[config.mk]
export PLATFORM = sky130hd
export DESIGN_NAME = ra_refresh_gen
export DESIGN_NICKNAME = d
export VERILOG_FILES = /design/src/rtl/ra_pkg.sv /design/src/rtl/ra_cnt_reg.sv /design/src/rtl/ra_page_reg.sv /design/src/rtl/ra_addr_drv.sv /design/src/rtl/ra_refresh_gen.sv
export SDC_FILE = /design/constraint.sdc
export NUM_CORES = 1
export LEC_CHECK = 0
export BUFFER_PORTS_ARGS = -buffer_cell sky130_fd_sc_hd__buf_2
export CAP_MARGIN = 20
export CORE_MARGIN = 2
export CORE_UTILIZATION = 43
export CTS_CLUSTER_DIAMETER = 80
export DETAILED_ROUTE_END_ITERATION = 12
export GPL_ROUTABILITY_DRIVEN = 0
export PLACE_DENSITY = 0.77
export SYNTH_ARGS = -nofsm -noshare
export SYNTH_HDL_FRONTEND = slang
export SYNTH_HIERARCHICAL = 1
export SYNTH_SLANG_ARGS = --single-unit
[constraint.sdc]
create_clock -name clk_i -period 1.45 [get_ports clk_i]
set_input_delay 0.0725 -clock clk_i [delete_from_list [all_inputs] [get_ports clk_i]]
set_output_delay 0.0725 -clock clk_i [all_outputs]
set_load 0.02 [all_outputs]
[src/rtl/ra_pkg.sv]
`timescale 1ns/1ps
package ra_pkg;
  localparam int unsigned RA_CNT_W  = 8;
  localparam int unsigned RA_PAGE_W = 8;

  typedef enum logic [1:0] {
    SEL_HOLD = 2'd0,
    SEL_INC  = 2'd1,
    SEL_LOAD = 2'd2
  } cnt_sel_e;
endpackage

[src/rtl/ra_cnt_reg.sv]
`timescale 1ns/1ps
module ra_cnt_reg
  import ra_pkg::*;
#(
  parameter int unsigned CNT_W = RA_CNT_W
) (
  input  logic             clk_i,
  input  logic             rst_ni,
  input  logic             inc_i,
  input  logic             ld_i,
  input  logic [CNT_W-1:0] ld_data_i,
  output logic [CNT_W-1:0] q_o
);
  localparam int unsigned CYC_W = CNT_W - 1;

  cnt_sel_e         sel;
  logic [CNT_W-1:0] q_d, q_q;
  logic [CYC_W-1:0] cyc_nxt;

  // load has priority over increment
  always_comb begin
    if (ld_i)       sel = SEL_LOAD;
    else if (inc_i) sel = SEL_INC;
    else            sel = SEL_HOLD;
  end

  assign cyc_nxt = q_q[CYC_W-1:0] + {{(CYC_W-1){1'b0}}, 1'b1};

  always_comb begin
    unique case (sel)
      SEL_LOAD: q_d = ld_data_i;
      SEL_INC:  q_d = {q_q[CNT_W-1], cyc_nxt};
      default:  q_d = q_q;
    endcase
  end

  always_ff @(posedge clk_i or negedge rst_ni) begin
    if (!rst_ni) q_q <= '0;
    else         q_q <= q_d;
  end

  assign q_o = q_q;
endmodule

[src/rtl/ra_page_reg.sv]
`timescale 1ns/1ps
module ra_page_reg
  import ra_pkg::*;
#(
  parameter int unsigned PAGE_W = RA_PAGE_W
) (
  input  logic              clk_i,
  input  logic              rst_ni,
  input  logic              ld_i,
  input  logic [PAGE_W-1:0] ld_data_i,
  output logic [PAGE_W-1:0] q_o
);
  logic [PAGE_W-1:0] q_q;

  always_ff @(posedge clk_i or negedge rst_ni) begin
    if (!rst_ni)   q_q <= '0;
    else if (ld_i) q_q <= ld_data_i;
  end

  assign q_o = q_q;
endmodule

[src/rtl/ra_addr_drv.sv]
`timescale 1ns/1ps
module ra_addr_drv
  import ra_pkg::*;
#(
  parameter int unsigned CNT_W  = RA_CNT_W,
  parameter int unsigned PAGE_W = RA_PAGE_W
) (
  input  logic                    win_i,
  input  logic [CNT_W-1:0]        cnt_i,
  input  logic [PAGE_W-1:0]       page_i,
  output logic [PAGE_W+CNT_W-1:0] addr_o,
  output logic                    ref_strb_no,
  output logic                    mem_strb_no
);
  localparam int unsigned ADDR_W = PAGE_W + CNT_W;

  logic [ADDR_W-1:0] src;
  assign src = {page_i, cnt_i};

  // gate each address line with the window; bus idles at zero
  for (genvar i = 0; i < ADDR_W; i++) begin : g_gate
    assign addr_o[i] = win_i & src[i];
  end

  assign ref_strb_no = ~win_i;
  assign mem_strb_no = ~win_i;
endmodule

[src/rtl/ra_refresh_gen.sv]
`timescale 1ns/1ps
module ra_refresh_gen
  import ra_pkg::*;
#(
  parameter int unsigned CNT_W  = RA_CNT_W,
  parameter int unsigned PAGE_W = RA_PAGE_W,
  localparam int unsigned DAT_W  = (CNT_W > PAGE_W) ? CNT_W : PAGE_W,
  localparam int unsigned ADDR_W = PAGE_W + CNT_W
) (
  input  logic              clk_i,
  input  logic              rst_ni,
  input  logic              fetch_done_i,
  input  logic              win_i,
  input  logic              ld_cnt_i,
  input  logic              ld_page_i,
  input  logic [DAT_W-1:0]  ld_data_i,
  output logic [ADDR_W-1:0] ref_addr_o,
  output logic              ref_strb_no,
  output logic              mem_strb_no,
  output logic [CNT_W-1:0]  cnt_o,
  output logic [PAGE_W-1:0] page_o
);
  logic [CNT_W-1:0]  cnt;
  logic [PAGE_W-1:0] page;

  ra_cnt_reg #(.CNT_W(CNT_W)) u_cnt (
    .clk_i     (clk_i),
    .rst_ni    (rst_ni),
    .inc_i     (fetch_done_i),
    .ld_i      (ld_cnt_i),
    .ld_data_i (ld_data_i[CNT_W-1:0]),
    .q_o       (cnt)
  );

  ra_page_reg #(.PAGE_W(PAGE_W)) u_page (
    .clk_i     (clk_i),
    .rst_ni    (rst_ni),
    .ld_i      (ld_page_i),
    .ld_data_i (ld_data_i[PAGE_W-1:0]),
    .q_o       (page)
  );

  ra_addr_drv #(.CNT_W(CNT_W), .PAGE_W(PAGE_W)) u_drv (
    .win_i       (win_i),
    .cnt_i       (cnt),
    .page_i      (page),
    .addr_o      (ref_addr_o),
    .ref_strb_no (ref_strb_no),
    .mem_strb_no (mem_strb_no)
  );

  assign cnt_o  = cnt;
  assign page_o = page;
endmodule

==> key figures <==
Outcome
  – Outcome: finished clean

Power and ir drop
  – Pwr dens: between 1000 and 1500 mW/mm^2
  – Max IR drop VDD: between 0.0006 and 0.0007 V
  – Leakage Power: 0.0006192 uW

GRT
  – Largest net degree at the start of global routing: 18
  – Initial antenna violation count: 0
  – Remaining global-route overflow: 0
  – First-pass GRT wire length: around 3000 um
  – GRT Overall Usage: 0.1610
  – Vias in the first global route: ~700

Yosys
  – Top cells by area, synth: dfrtp_1 45%, mux2_4 13%, and2_2 10%
  – Prevailing post-synth register cell: dfrtp_1
  – Count leader, synth: dfrtp_1
  – Post-synth top area share: 0.4488
  – Average cell area after synthesis: between 10 and 15 um^2
  – EDFF count, synth: 0
  – Cell taking the most area after synthesis: dfrtp_1
  – Seq cells post-synth: 16
  – Synth Warn #: 6
  – Post-Syn Area: 892.1 um^2
  – Async S/R FF share, synth: 1.000
  – Most frequent cells after synthesis: 16 x dfrtp_1, 12 x and2_2, 9 x nand2_1
  – Sequential share of the synthesized area: 0.4488
  – Syn Inst Count: 79
  – Synthesized Nets: 94
  – Yosys cell types: 20

Timing
  – Final Hold Violating Endpoints: 0
  – Clock period minus worst slack: between 1000 and 1500 ps
  – RSZ-0062 raised after global routing: false
  – Max Clk Rate: 750.3 MHz
  – Measured slew at the worst slew-check pin: about 350 ps
  – Max-slew headroom: 0.7646
  – Final Max Tran Viols: 0
  – Final cycle utilization of the critical path: 0.9192
  – Final setup viols: 0
  – Post-Route Setup TNS: 0 ps
  – Clk_skew: 2.288 ps

Route
  – WL final: 1832 um
  – Avg Vias per Cell: 4.805
  – DR vias: 740
  – DR iter-0 viols: 0
  – Wirelength per Cell: 11.90 um
  – # DRC: 0
  – Number of routed nets with antenna violations: 0
  – DR pass1 iterations: 1

Clocking
  – Post-CTS setup buffer count: 0
  – Clk_lat worst skew: 280 ps
  – Clk slew on worst S/H paths: ~100 ps
  – Num CTS Buffers: 3
  – CTS tree: built
  – Root buffer cell: clkbuf_4
  – CTS max path bufs: 2
  – Clock sinks: 16
  – H-tree Lvls: 1

Floorplan
  – CORE AREA: 0.001962 mm^2
  – I/O Pins: 48
  – Die span in x: 49.55 um
  – Num rows: 16
  – Die Y: between 40 and 50 um
  – Starting Density: 0.4547
  – Die Area: ~0.0025 mm^2

Placement
  – Port Buf Inserts: 47
  – Post-Place Cells: 148
  – Cell Area, Placed: 0.001112 mm^2

Critical path
  – Worst path slowest cell: or4_1
  – Crit path capture type: flip-flop
  – Arrival @ worst endpoint: about 1600 ps
  – Crit path kind: flip-flop to flip-flop
  – Critical path cell sequence: ha_1, nand3_1, or4_1, nand3_1
  – Startpoint Class: flip-flop
  – Required @ worst endpoint: roughly 1700 ps
  – CP dominant cell by count: nand3_1
  – Worst-path maximum fanout: 5
  – CP max stage delay: 460 ps

Finish
  – Synth-to-layout area growth: 31.14%
  – Post-route cell area: 0.001170 mm^2
  – N_diodes: 0
  – Layout cells sized above 1: 0.5827
  – Fin cells: 154
  – Layout fillers: roughly 190
  – Nets: 143

Job
  – Max Cap Violations: 0

Hold path
  – Hold Path Class: input port to flip-flop
==> report_power, final <==
part	internal [uW]	switching (uW)
Clock	153	142
Combinational	157	209
Sequential	494	48.3
==> kinds of logic after synthesis <==
kind of cell | synth area share
adder cells (fa/ha/maj) | 0.01402
flip-flops | 0.4488
AO/OA/AOI/OAI | 0.03927
AND/OR/NAND/NOR | 0.2412
XOR/XNOR | 0.03928
buffers and inverters | 0.05889
multiplexers | 0.1585
==> per-stage QoR <==
step | power [uW] | utilization | hold WS, ps | setup WS (ps)
floorplan | 790.7 | - | -223.1 | 22.94
global placement | 907.2 | 0.5670 | 1.323 | 150.5
detailed placement | 914.7 | 0.5670 | 4.008 | 120.0
CTS | 1222 | 0.5957 | 0.6544 | 99.60
global route | 1275 | 0.5963 | 0.7797 | 21.01
finish | 1202 | 0.5963 | 8.306 | 117.2
==> placed cells by master (no fill, tap or decap), types with 2 or more instances in the layout <==
| cell | count |
|---|---|
| or4_1 | 2 |
| xor2_1 | 3 |
| nand3_1 | 4 |
| dlygate4sd3_1 | 2 |
| clkbuf_4 | 3 |
| nand2_1 | 9 |
| dfrtp_1 | 15 |
| o21ai_1 | 3 |
| and2_2 | 12 |
| o21ai_0 | 4 |
| buf_2 | 47 |
| mux2_4 | 8 |
| and2_1 | 4 |
| nor2b_1 | 2 |
==> area by class of cell <==
class                      count  area, um^2  area share
sequential                    16       401.6      0.3433
clock buffer                   4       36.28     0.03102
multi-input combinational     57       439.2      0.3754
inverter                       1       3.754    0.003209
tap                           27       33.78     0.02888
timing repair buffer          49       255.2      0.2182
==> flip-flops by register name, summed over array words and instances, names as in the netlist <==
register and flops:
u_cnt/q_o 8, u_page/q_o 8
==> worst max-delay path, delay by kind of cell, from the launching register on <==
kind          cells  cell delay (ps)
fa+ha+maj         1              210
flops             1              430
simple gates      3              640
==> routing by layer <==
metal	routed length, um	global-route usage	vias up
met5	0	0	-
met4	10	0.08333	0
met3	139	0.03030	2
met2	892	0.2933	34
met1	789	0.1748	342
li1	-	-	362
==> what timing repair did <==
| item | in CTS | in global routing |
|---|---|---|
| resized for setup | 0 | 1 |
| endpoints found under the setup margin | 0 | 1 |
| hold endpoints to repair | 17 | 0 |
| hold buffers | 2 | 0 |
==> final timing paths <==
check / start / endpoint / slack (ps) / cells after the start
max in group asynchronous: rst_ni / u_cnt/q_o[0] / 940 / 2
min in group asynchronous: rst_ni / u_page/q_o[6] / 230 / 2
setup reg to reg: u_cnt/q_o[1] / u_cnt/q_o[6] / 120 / 4
hold / removal: ld_data_i[1] / u_cnt/q_o[1] / 8 / 3
setup / recovery: u_cnt/q_o[1] / u_cnt/q_o[6] / 120 / 4
hold reg to reg: u_page/q_o[3] / u_page/q_o[3] / 540 / 1
(Power assumes the default switching activity.)
